$ cat src/rtl/edm_pkg.sv
// Package: shared encodings for the edge-to-edge delay measurement unit.
// Assumes nothing beyond 2-state-capable synthesis of enums.
package edm_pkg;

    // Edge-select code applied separately to each input.
    typedef enum logic [1:0] {
        POL_RISE = 2'b00,
        POL_FALL = 2'b01,
        POL_ANY  = 2'b10,
        POL_OFF  = 2'b11
    } pol_e;

    // Pairing machine state.
    typedef enum logic {
        ST_WAIT_REF  = 1'b0,
        ST_WAIT_RESP = 1'b1
    } pair_st_e;

endpackage

$ cat src/rtl/edm_edge_detect.sv
// Module: edge detector for one synchronous input with selectable polarity.
// Keeps the previous sample (cleared to 0 in reset) and flags an edge in the
// same cycle as the sample that differs. Assumes lvl_i is already synchronous.
module edm_edge_detect
    import edm_pkg::*;
(
    input  logic       clk,
    input  logic       rst_n,
    input  logic       lvl_i,
    input  logic [1:0] pol_i,
    output logic       edge_o
);

    logic prev_q;

    // Purpose: hold the previous sample for edge comparison.
    always_ff @(posedge clk) begin
        if (!rst_n) prev_q <= 1'b0;
        else        prev_q <= lvl_i;
    end

    // Purpose: decode the selected edge kind from current and previous sample.
    always_comb begin
        unique case (pol_e'(pol_i))
            POL_RISE: edge_o = lvl_i & ~prev_q;
            POL_FALL: edge_o = ~lvl_i & prev_q;
            POL_ANY:  edge_o = lvl_i ^ prev_q;
            default:  edge_o = 1'b0;
        endcase
    end

endmodule

$ cat src/rtl/edm_sat_counter.sv
// Module: saturating event counter with synchronous clear.
// Clear has priority over increment; the count holds at its maximum value.
module edm_sat_counter #(
    parameter int W = 8
) (
    input  logic         clk,
    input  logic         rst_n,
    input  logic         clr_i,
    input  logic         inc_i,
    output logic [W-1:0] cnt_o
);

    localparam logic [W-1:0] CNT_MAX = {W{1'b1}};

    // Purpose: count events, stop at the top, clear on request.
    always_ff @(posedge clk) begin
        if (!rst_n)                        cnt_o <= '0;
        else if (clr_i)                    cnt_o <= '0;
        else if (inc_i && cnt_o != CNT_MAX) cnt_o <= cnt_o + 1'b1;
    end

    AST_CLEAR_WINS: assert property (@(posedge clk) disable iff (!rst_n)
        clr_i |=> cnt_o == '0);
    AST_SAT_HOLD: assert property (@(posedge clk) disable iff (!rst_n)
        (cnt_o == CNT_MAX && !clr_i) |=> cnt_o == CNT_MAX);

endmodule

$ cat src/rtl/edm_pair_fsm.sv
// Module: two-state pairing machine. It pairs each reference edge with the
// next response edge and can take both steps within a single sample. It flags
// unpaired edges and does not count the same edge twice. Edges arrive
// combinationally from the detectors; now_i is the current sample timestamp.
module edm_pair_fsm
    import edm_pkg::*;
#(
    parameter int TS_W = 16
) (
    input  logic            clk,
    input  logic            rst_n,
    input  logic            ref_edge_i,
    input  logic            resp_edge_i,
    input  logic [TS_W-1:0] now_i,
    output logic            deliver_o,
    output logic [TS_W-1:0] delay_o,
    output logic            miss_ref_o,
    output logic            miss_resp_o
);

    pair_st_e        st_q, st_n;
    logic [TS_W-1:0] ref_ts_q, ref_ts_n;
    logic            paired_q, paired_n;

    // Purpose: next-state and event decode for one sample, both steps allowed.
    always_comb begin
        st_n        = st_q;
        ref_ts_n    = ref_ts_q;
        paired_n    = paired_q;
        deliver_o   = 1'b0;
        miss_ref_o  = 1'b0;
        miss_resp_o = 1'b0;
        unique case (st_q)
            ST_WAIT_REF: begin
                if (ref_edge_i) begin
                    ref_ts_n = now_i;
                    if (resp_edge_i) begin
                        deliver_o = 1'b1;      // zero-delay pair, back to waiting
                        paired_n  = 1'b1;
                    end else begin
                        st_n = ST_WAIT_RESP;
                    end
                end else if (resp_edge_i && paired_q) begin
                    miss_resp_o = 1'b1;
                end
            end
            default: begin
                if (resp_edge_i) begin
                    deliver_o = 1'b1;
                    paired_n  = 1'b1;
                    if (ref_edge_i) ref_ts_n = now_i;   // re-arm on same sample
                    else            st_n     = ST_WAIT_REF;
                end else if (ref_edge_i) begin
                    miss_ref_o = 1'b1;
                end
            end
        endcase
    end

    // Purpose: delay of the pair completed in this sample, modulo 2^TS_W.
    always_comb begin
        delay_o = (st_q == ST_WAIT_RESP) ? (now_i - ref_ts_q) : '0;
    end

    // Purpose: state, reference timestamp and pairing-history registers.
    always_ff @(posedge clk) begin
        if (!rst_n) begin
            st_q     <= ST_WAIT_REF;
            ref_ts_q <= '0;
            paired_q <= 1'b0;
        end else begin
            st_q     <= st_n;
            ref_ts_q <= ref_ts_n;
            paired_q <= paired_n;
        end
    end

    AST_ARM_ON_REF: assert property (@(posedge clk) disable iff (!rst_n)
        (st_q == ST_WAIT_REF && ref_edge_i && !resp_edge_i) |=> st_q == ST_WAIT_RESP);
    AST_IDLE_WITHOUT_REF: assert property (@(posedge clk) disable iff (!rst_n)
        (st_q == ST_WAIT_REF && !ref_edge_i) |=> st_q == ST_WAIT_REF);
    AST_KEEP_REF_TS: assert property (@(posedge clk) disable iff (!rst_n)
        miss_ref_o |=> (st_q == ST_WAIT_RESP && $stable(ref_ts_q)));

endmodule

$ cat src/rtl/edge_delay_meter.sv
// Module: top of the edge-to-edge delay measurement unit. It contains the
// free-running timestamp counter, two edge detectors, the pairing machine,
// two saturating miss counters and the registered result outputs.
// Assumes ref_i and resp_i are already synchronous to clk.
module edge_delay_meter
    import edm_pkg::*;
#(
    parameter int TS_W   = 16,
    parameter int MISS_W = 8
) (
    input  logic              clk,
    input  logic              rst_n,
    input  logic              ref_i,
    input  logic              resp_i,
    input  logic [1:0]        ref_pol_i,
    input  logic [1:0]        resp_pol_i,
    input  logic              miss_clr_i,
    output logic [TS_W-1:0]   delay_o,
    output logic              delay_vld_o,
    output logic              miss_ref_o,
    output logic              miss_resp_o,
    output logic [MISS_W-1:0] miss_ref_cnt_o,
    output logic [MISS_W-1:0] miss_resp_cnt_o
);

    localparam logic [MISS_W-1:0] MISS_MAX = {MISS_W{1'b1}};
    localparam logic [MISS_W-1:0] MISS_ONE = MISS_W'(1);

    logic [TS_W-1:0] now_q;
    logic [TS_W-1:0] pair_delay;
    logic            ref_edge, resp_edge;
    logic            deliver, miss_ref_evt, miss_resp_evt;

    // Purpose: free-running sample timestamp.
    always_ff @(posedge clk) begin
        if (!rst_n) now_q <= '0;
        else        now_q <= now_q + 1'b1;
    end

    edm_edge_detect i_ref_det (
        .clk    (clk),
        .rst_n  (rst_n),
        .lvl_i  (ref_i),
        .pol_i  (ref_pol_i),
        .edge_o (ref_edge)
    );

    edm_edge_detect i_resp_det (
        .clk    (clk),
        .rst_n  (rst_n),
        .lvl_i  (resp_i),
        .pol_i  (resp_pol_i),
        .edge_o (resp_edge)
    );

    edm_pair_fsm #(.TS_W(TS_W)) i_pair (
        .clk         (clk),
        .rst_n       (rst_n),
        .ref_edge_i  (ref_edge),
        .resp_edge_i (resp_edge),
        .now_i       (now_q),
        .deliver_o   (deliver),
        .delay_o     (pair_delay),
        .miss_ref_o  (miss_ref_evt),
        .miss_resp_o (miss_resp_evt)
    );

    edm_sat_counter #(.W(MISS_W)) i_ref_cnt (
        .clk   (clk),
        .rst_n (rst_n),
        .clr_i (miss_clr_i),
        .inc_i (miss_ref_evt),
        .cnt_o (miss_ref_cnt_o)
    );

    edm_sat_counter #(.W(MISS_W)) i_resp_cnt (
        .clk   (clk),
        .rst_n (rst_n),
        .clr_i (miss_clr_i),
        .inc_i (miss_resp_evt),
        .cnt_o (miss_resp_cnt_o)
    );

    // Purpose: register the result strobe, delay and miss pulses.
    always_ff @(posedge clk) begin
        if (!rst_n) begin
            delay_o     <= '0;
            delay_vld_o <= 1'b0;
            miss_ref_o  <= 1'b0;
            miss_resp_o <= 1'b0;
        end else begin
            delay_vld_o <= deliver;
            miss_ref_o  <= miss_ref_evt;
            miss_resp_o <= miss_resp_evt;
            if (deliver) delay_o <= pair_delay;
        end
    end

    AST_ONE_EVENT: assert property (@(posedge clk) disable iff (!rst_n)
        $onehot0({delay_vld_o, miss_ref_o, miss_resp_o}));
    AST_ZERO_ON_COINCIDE: assert property (@(posedge clk) disable iff (!rst_n)
        (ref_edge && resp_edge && !delay_vld_o && !miss_ref_o && !miss_resp_o
         && !$isunknown(pair_delay) && pair_delay == '0 && deliver)
        |=> (delay_vld_o && delay_o == '0));
    AST_REF_MISS_STEP: assert property (@(posedge clk) disable iff (!rst_n)
        (miss_ref_evt && !miss_clr_i && miss_ref_cnt_o != MISS_MAX)
        |=> (miss_ref_o && miss_ref_cnt_o == $past(miss_ref_cnt_o) + MISS_ONE));
    AST_RESP_MISS_STEP: assert property (@(posedge clk) disable iff (!rst_n)
        (miss_resp_evt && !miss_clr_i && miss_resp_cnt_o != MISS_MAX)
        |=> (miss_resp_o && miss_resp_cnt_o == $past(miss_resp_cnt_o) + MISS_ONE));
    AST_STROBE_ONE_CYCLE: assert property (@(posedge clk) disable iff (!rst_n)
        (delay_vld_o && !deliver) |=> !delay_vld_o);

endmodule

$ cat config.mk
export PLATFORM = sky130hd
export DESIGN_NAME = edge_delay_meter
export DESIGN_NICKNAME = d
export VERILOG_FILES = /design/src/rtl/edm_pkg.sv /design/src/rtl/edm_edge_detect.sv /design/src/rtl/edm_sat_counter.sv /design/src/rtl/edm_pair_fsm.sv /design/src/rtl/edge_delay_meter.sv
export SDC_FILE = /design/constraint.sdc
export NUM_CORES = 1
export LEC_CHECK = 0
export CORE_MARGIN = 3
export CORE_UTILIZATION = 45
export DETAILED_ROUTE_END_ITERATION = 12
export DONT_BUFFER_PORTS = 1
export PLACE_DENSITY_LB_ADDON = 0.25
export SLEW_MARGIN = 20
export SYNTH_ARGS = -nofsm -noshare
export SYNTH_HDL_FRONTEND = slang
export SYNTH_SLANG_ARGS = --single-unit
$ cat constraint.sdc
create_clock -name clk -period 3.3 [get_ports clk]
set_input_delay 0.66 -clock clk [delete_from_list [all_inputs] [get_ports clk]]
set_output_delay 0.66 -clock clk [all_outputs]
set_load 0.02 [all_outputs]
---- After elaboration in Yosys (flattened, before gate mapping) ----
Cells that the tools add are included.
word-level totals
  register bits ........................... 71
  bits of input ports ..................... 9
  output and inout port bits .............. 35
  logic and storage cells ................. 63
cells by class
  add/sub/neg operators ................... 4
  equality and inequality tests ........... 7
  mux-type cells .......................... 22
  bitwise logic cells ..................... 11
  reduce and logical (&&, ||, !) cells .... 7
operators by type and width
  cell                                                                    count
  16-bit two-way mux                                                      4
  16-bit by 1-bit adder with 16-bit output (second input constant)        1
  8-bit by 1-bit adder with 8-bit output (second input constant)          2
  1-bit two-way mux                                                       16
  8-bit != test (second input constant)                                   2
  16-bit subtractor                                                       1
  1-bit case mux with 3 select lines                                      2
  1-bit inverter                                                          5
  1-bit AND                                                               4
  2-bit by 1-bit equality test with 1-bit output (second input constant)  2
  2-bit equality test (second input constant)                             2
  2-bit zero test                                                         2
  1-bit logical AND                                                       3
  2-bit by 1-bit != test with 1-bit output (second input constant)        1
  2-bit nonzero test                                                      1
  2-bit OR reduction                                                      1
  1-bit XOR                                                               2

---- Depth between registers and ports, before layout ----
Gate-level depths: netlist of the first run.
  depth after elaboration ................. 8
  gate-level depth with buffers ........... 9

---- Cells and area by module ----
From an unflattened synthesis of the first run, not the netlist that was laid out.
second synthesis, totals
  cell total of the unflattened synthesis .. 438
  area, all modules ....................... 3953.8 um2
by module, submodules not included
  module            instances  cells an instance  area an instance (um2)  sequential area each (um2)
  edm_pair_fsm      1          196                1547.7                  360.3
  edge_delay_meter  1          132                1400.1                  700.7
  edm_sat_counter   2          46                 421.7                   160.2
  edm_edge_detect   2          9                  81.3                    20.0

---- Worst setup path after synthesis of the first run ----
Ideal clock, no wire load.
  kind .................................... input-to-reg
  from .................................... input port resp_i
  to ...................................... register i_resp_cnt.cnt_o[7]
  arrival time ............................ 2.130 ns
  slack ................................... 1.045 ns
  stages on the path ...................... 8
  path buffers ............................ 0
  path through ............................ inv_1 > ha_1 > nand2b_1 > a21o_1 > a211o_1 > nor4b_4 > xnor2_1 > nor2_2
on the way
  longest elaborated chain between the ends .. 8
  elaborated cells on any way between the ends .. 10
  those cells by class .................... 4 x mux; 4 x bitwise; 2 x reduce/logical
RTL lines
  element                               RTL line                text
  start: declaration                    edge_delay_meter.sv:14  input logic resp_i,
  1-bit inverter                        edm_edge_detect.sv:26   POL_FALL: edge_o = ~lvl_i & prev_q;
  1-bit AND                             edm_edge_detect.sv:26
  1-bit case mux with 3 select lines *  edm_edge_detect.sv:24   unique case (pol_e'(pol_i))
  1-bit logical AND *                   edm_pair_fsm.sv:43      end else if (resp_edge_i && paired_q) begin
  1-bit two-way mux *                   edm_pair_fsm.sv:43
  1-bit two-way mux *                   edm_pair_fsm.sv:35      if (ref_edge_i) begin
  1-bit two-way mux *                   edm_pair_fsm.sv:33      unique case (st_q)
  1-bit logical AND *                   edm_sat_counter.sv:19   else if (inc_i && cnt_o != CNT_MAX) cnt_o <= cnt_o + 1'b1;
  end signal: assignment                edm_sat_counter.sv:19
  end: declaration                      edm_sat_counter.sv:10   output logic [W-1:0] cnt_o
Every way passes the cells marked *; elsewhere a longest branch is shown, timed or not.
A chain may end at the register's enable or synchronous reset.

---- Worst setup path in the final report of the first run ----
  from .................................... register now_q[0]
  to ...................................... register delay_o[14]
on the way
  longest elaborated chain between the ends .. 2
RTL lines
  element                   RTL line                text
  start: declaration        edge_delay_meter.sv:29  logic [TS_W-1:0] now_q;
  start signal: assignment  edge_delay_meter.sv:37  else now_q <= now_q + 1'b1;
  16-bit subtractor         edm_pair_fsm.sv:62      delay_o = (st_q == ST_WAIT_RESP) ? (now_i - ref_ts_q) : '0;
  16-bit two-way mux        edm_pair_fsm.sv:62
  end signal: assignment    edge_delay_meter.sv:95  if (deliver) delay_o <= pair_delay;
  end: declaration          edge_delay_meter.sv:18  output logic [TS_W-1:0] delay_o,
Every way passes these cells.

==> results of run 1 <==
[where the power goes]
| group | switching, mW | internal, mW |
|---|---|---|
| clock network | 0.311 | 0.409 |
| logic | 0.0936 | 0.0633 |
| registers | 0.0172 | 0.867 |
| total | 0.422 | 1.34 |
[registers in the layout, summed over array words and instances, names as in the netlist]
register,cells
miss_resp_o,1
i_ref_cnt.cnt_o,8
i_pair.paired_q,1
delay_vld_o,1
i_resp_det.prev_q,1
i_resp_cnt.cnt_o,8
i_ref_det.prev_q,1
delay_o,16
i_pair.st_q,1
now_q,16
i_pair.ref_ts_q,16
miss_ref_o,1
[cell families after synthesis]
kind of cell               count (synthesis)  synth area share
adders and majority gates                 24            0.0829
xor gates and xnor gates                  29            0.0684
muxes                                     20            0.0539
and+or+nand+nor                          165             0.224
AOI/OAI and AO/OA                         84             0.145
buffers and inverters                     39            0.0431
DFF                                       71             0.383
[routing by layer]
layer / GRT usage / vias up / part of all wire
met5: 0 / - / 0
met4: 0.0454 / 0 / 0.012
met3: 0.0627 / 11 / 0.058
met2: 0.274 / 59 / 0.46
met1: 0.217 / 1321 / 0.47
li1: - / 1502 / -
[metrics by stage]
step	setup slack, ns	hold WS [ns]	instance area, µm²
2_1_floorplan	1.04	0.440	3710
3_3_place_gp	0.807	0.458	3790
3_5_place_dp	0.756	0.466	3790
4_1_cts	1.07	0.419	4000
5_1_grt	0.815	0.416	4000
6_report	1.06	0.441	4000
[layout make-up]
cell class	instances	share of cell area
multi-input combinational	322	0.533
sequential	71	0.355
clock buffer	13	0.0422
tap	102	0.0319
inverter	26	0.0244
clock inverter	3	0.0100
timing repair buffer	2	0.00375
[cell usage in the layout (no fill, tap or decap), types with 7 or more instances in the layout]
master / Yosys / layout
a21oi_1: 25 / 25
clkbuf_8: 0 / 12
dfxtp_1: 71 / 71
ha_1: 23 / 23
inv_1: 25 / 25
mux2i_1: 20 / 20
nand2_1: 34 / 34
nand2b_1: 7 / 7
nand3_1: 14 / 14
nand4_1: 11 / 11
nor2_1: 57 / 57
nor3_1: 9 / 9
o21ai_0: 24 / 24
xnor2_1: 9 / 9
xor2_1: 20 / 20
[worst paths after layout]
| check | start | end | slack [ns] | depth (start not counted) |
|---|---|---|---|---|
| hold reg to reg | i_pair.paired_q$_SDFFE_PN0P_ | i_pair.paired_q$_SDFFE_PN0P_ | 0.48 | 2 |
| setup reg to reg | now_q[0]$_SDFF_PN0_ | delay_o[14]$_SDFFE_PN0P_ | 1.06 | 9 |
| setup / recovery | now_q[0]$_SDFF_PN0_ | delay_o[14]$_SDFFE_PN0P_ | 1.06 | 9 |
| hold / removal | rst_n | delay_o[2]$_SDFFE_PN0P_ | 0.44 | 1 |
==> flow_summary.yaml, run 1 <==
logic_synthesis:
  ys_ff_latch: 71
  ys_seq_area_frac: 0.383
  syn-num-nets: 465
  synth_top_area_cell: "dfxtp_1"
  synth_cell_types: 56
  synth_top_area_share: 0.383
  async_reset_ff_frac: 0
  synth_warnings: 0
  synth_cells: 432
  ys.flop_type: "dfxtp_1"
  yosysMostFrequentCell: "dfxtp_1"
  yosys-top-cells-area: "dfxtp_1 (38%), ha_1 (7.7%), nor2_1 (5.8%)"
  synthTopCellsByCount: "dfxtp_1 (71), nor2_1 (57), nand2_1 (34), a21oi_1 (25), inv_1 (25)"
  synth.avg_cell_area_um2: 8.60
  synth_area_um2: 3710
  synth_edf_count: 0
min_path:
  hp-class: "primary input to register"
clocking:
  numCtsBuffers: 9
  cts_buffer_depth: 2
  ctsResizeCount: 0
  clk_pin_slew_worst_paths_ns: 0.07
  clock_latency_ns: 0.34
  cts-root-buf: "clkbuf_8"
  cts_num_sinks: 71
  ctsHtreeMaxLevel: 3
  cts_tree: "built"
  cts_setup_buffers: 0
  cts_hold_buffers: 0
finish:
  layout.cells.non_filler: 539
  areaGrowthSynthToFinish_pct: 7.78
  final_util: 0.507
  antenna_cells: 0
  final_nets: 465
  regArea_um2: 1420
  num-fill-cells: 737
  drive_above_1_share: 0.0664
  multi_input_area_um2: 2130
power_and_ir_drop:
  powerDensity_nw_per_um2: 440
  ir_drop_uv: 237
  p_leak_nw: 1.63
  power_mw: 1.76
timing:
  fin_tns_setup_ns: 0
  fin_worst_skew_ns: 0.00708
  setup_violations: 0
  finalCritPeriodShare: 0.679
  final_hold_viol_count: 0
  worst_slew_pin_slew_ns: 0.612
  clock.fmax_ghz: 0.446
  rsz0062_at_grt: "false"
  relSlewSlack: 0.592
  finalCriticalPeriod_ns: 2.24
  drv_slew: 0
die:
  chipWidth_um: 96.8
  coreArea_um2: 7890
  ioPinCount: 44
  die_area_um2: 9380
  fp.dieH_um: 96.8
  start_util: 0.471
  rows: 32
job:
  maxCapViolCount: 0
critical_path:
  worstPathArrival_ns: 2.47
  crit_fanout: 5
  path_class: "register to register"
  slowest_delay_ns: 0.41
  crit_path_start_kind: "register"
  end_kind: "register"
  path_buf_inv: 1
  cp.required_ns: 3.53
  cp_cell_sequence: "inv_1 > ha_1 > fa_1 > nor2b_1 > o31a_1 > o21a_1 > o211ai_1 > a221oi_1 > o21ai_1"
  crit_slowest_cell: "dfxtp_1"
  crit_family: "compound AO/OA/AOI/OAI gates"
route:
  dr.first_iter.drc_count: 154
  final_antenna_net_count: 0
  drc: 0
  wl_per_cell_um: 14.5
  routed_wl_um: 7810
  drt_first_pass_iters: 4
  vias: 2893
  drt-vias-per-instance: 5.37
grt:
  grt_pass1_vias: 2741
  grt_use_total: 0.171
  antenna_found_initial: 0
  grt-ovfl-total: 0
  grt_start_max_net_pins: 29
  grt_first_pass_wirelength_um: 13400
placed_design:
  hpwl_um: 5770
  io_buffers: 0
  numPlacedInstances: 523
  gp_congestion: 0.912
run_status:
  status: "complete, no violations"
No activity file was read; power rests on OpenSTA's default activity.
==> inputs of run 2 (changes only) <==
==> constraint.sdc (replaced) <==
create_clock -name clk -period 1.9 [get_ports clk]
set_input_delay 0.38 -clock clk [delete_from_list [all_inputs] [get_ports clk]]
set_output_delay 0.38 -clock clk [all_outputs]
set_load 0.02 [all_outputs]
==> flow_summary.yaml, run 2 (synthesis gave the netlist of run 1 again) <==
power_and_ir_drop:
  pwr-share-seq: 0.514
  pwr-share-comb: 0.146
  clock_power_share: 0.340
  internal_power_mw: 2.21
  netSwitchingFraction: 0.258
  p_leak_nw: 2.01
  power_mw: 2.98
  powerDensity_nw_per_um2: 629
  ir_drop_uv: 487
  power_switching_mw: 0.767
critical_path:
  path_class: "register to register"
  path_buf_inv: 1
  crit_fanout: 3
  crit_path_start_kind: "register"
  crit_family: "compound AO/OA/AOI/OAI gates"
  cp.required_ns: 2.12
  crit_slowest_cell: "fa_2"
  end_kind: "register"
  worstPathArrival_ns: 2.20
  slowest_delay_ns: 0.36
  cp_cell_sequence: "inv_2 > ha_4 > fa_2 > nor2b_2 > o31a_1 > o21a_1 > o211ai_1 > a221oi_2 > o21ai_1"
  reg2reg_depth: 9
  reg2reg_slack_ns: -0.07
  reg2reg_from: "now_q[0]$_SDFF_PN0_"
  r2r_end: "delay_o[14]$_SDFFE_PN0P_"
placed_design:
  dpl-instance-area_um2: 4330
  gp_congestion: 0.967
  preCtsSetupSlack_ns: -0.116
  io_buffers: 0
  hpwl_um: 6150
die:
  chipWidth_um: 96.8
  rows: 32
  ioPinCount: 44
  die_area_um2: 9380
  start_util: 0.471
  fp.dieH_um: 96.8
  coreArea_um2: 7890
timing:
  finalCritPeriodShare: 1.04
  finalCriticalPeriod_ns: 1.97
  worst_slack_ns: -0.0747
  fin_tns_setup_ns: -0.229
  relSlewSlack: 0.570
  fin_worst_skew_ns: 0.00560
  clock.fmax_ghz: 0.506
  worst_slew_pin_slew_ns: 0.645
  rsz0062_at_grt: "true"
  final_hold_viol_count: 0
  drv_slew: 0
  setup_violations: 7
min_path:
  hold_path_depth: 1
  hold_path_startpoint: "rst_n"
  hp-class: "primary input to register"
  min_to: "delay_o[2]$_SDFFE_PN0P_"
grt:
  antenna_found_initial: 0
  grt-ovfl-total: 0
  grt_pass1_vias: 2997
  grt_use_total: 0.178
  grt_start_max_net_pins: 19
  grt_first_pass_wirelength_um: 13900
clocking:
  clk_pin_slew_worst_paths_ns: 0.07
  clock_latency_ns: 0.34
  cts_num_sinks: 71
  cts_tree: "built"
  cts_buffer_depth: 2
  numCtsBuffers: 9
  cts-root-buf: "clkbuf_8"
  ctsHtreeMaxLevel: 3
route:
  drc: 0
  dr.first_iter.drc_count: 194
  vias: 3266
  drt-vias-per-instance: 5.46
  wl_per_cell_um: 14.8
  routed_wl_um: 8850
  final_antenna_net_count: 0
  drt_first_pass_iters: 6
run_status:
  violations: "negative setup slack"
  status: "complete, but fails checks"
job:
  maxCapViolCount: 0
finish:
  final_area_um2: 4730
  most-common-layout-cells: "dfxtp_1 (64), nor2_1 (57), buf_4 (57), nand2_1 (34), inv_1 (22)"
  drive_above_1_share: 0.262
  final_util: 0.600
  areaGrowthSynthToFinish_pct: 27.5
  reg_top3: "delay_o x16, i_pair.ref_ts_q x16, now_q x16"
  final_common_cell: "dfxtp_1"
  final_nets: 527
  num-fill-cells: 681
  antenna_cells: 0
[run 2: changes by cell type in the layout (fill, tap and decap cells not counted), sizes merged]
cell    previous run  this run
buf                2        62
nand4             12        13
clkbuf            13        12
bufinv             1         0
[run 2: repair_timing]
action                     CTS  global route
hold buffers                 0             0
pin swaps                   11            13
gates cloned                 0             2
buffers inserted             2             1
setup endpoints to repair    9            33
resized for setup           17            28
[run 2: area by class of cell]
| cell class | instances | area [µm²] | area share |
|---|---|---|---|
| Timing Repair Buffer | 63 | 527 | 0.111 |
| Sequential cell | 71 | 1430 | 0.302 |
| Inverter | 26 | 97.6 | 0.0206 |
| Clock buffer | 11 | 141 | 0.0299 |
| Tap cell | 102 | 128 | 0.0270 |
| Clock inverter | 2 | 10.0 | 0.00211 |
| Multi-Input combinational cell | 323 | 2400 | 0.507 |
[run 2: per-stage QoR]
stage / hold WS (ns) / std cells
final: 0.156 / 598
after global routing: 0.132 / 598
after CTS: 0.147 / 595
after detailed placement: 0.465 / 580
after global placement: 0.455 / 580
after floorplan: 0.430 / 432
[run 2: worst max path at each step]
stage                                           to  depth (start not counted)                 from
after floorplan           delay_o[12]$_SDFFE_PN0P_                          9  now_q[0]$_SDFF_PN0_
after global placement    delay_o[10]$_SDFFE_PN0P_                          9                ref_i
after detailed placement  delay_o[10]$_SDFFE_PN0P_                          9                ref_i
after CTS                 delay_o[14]$_SDFFE_PN0P_                          9  now_q[0]$_SDFF_PN0_
after global routing      delay_o[14]$_SDFFE_PN0P_                          9  now_q[0]$_SDFF_PN0_
final                     delay_o[14]$_SDFFE_PN0P_                          9  now_q[0]$_SDFF_PN0_
[run 2: per-layer routing]
layer / wire (µm) / GRT usage
met1: 4150 / 0.235
met2: 4050 / 0.277
met3: 492 / 0.0649
met4: 157 / 0.0432
met5: 0 / 0
[run 2: power groups by stage]
stage | logic, mW | registers (mW) | clock network [mW]
floorplan | 0.247 | 1.56 | 0
global route | 0.474 | 1.53 | 1.11
CTS | 0.389 | 1.53 | 1.04
finish | 0.434 | 1.53 | 1.01
global placement | 0.355 | 1.56 | 0
detailed placement | 0.362 | 1.56 | 0
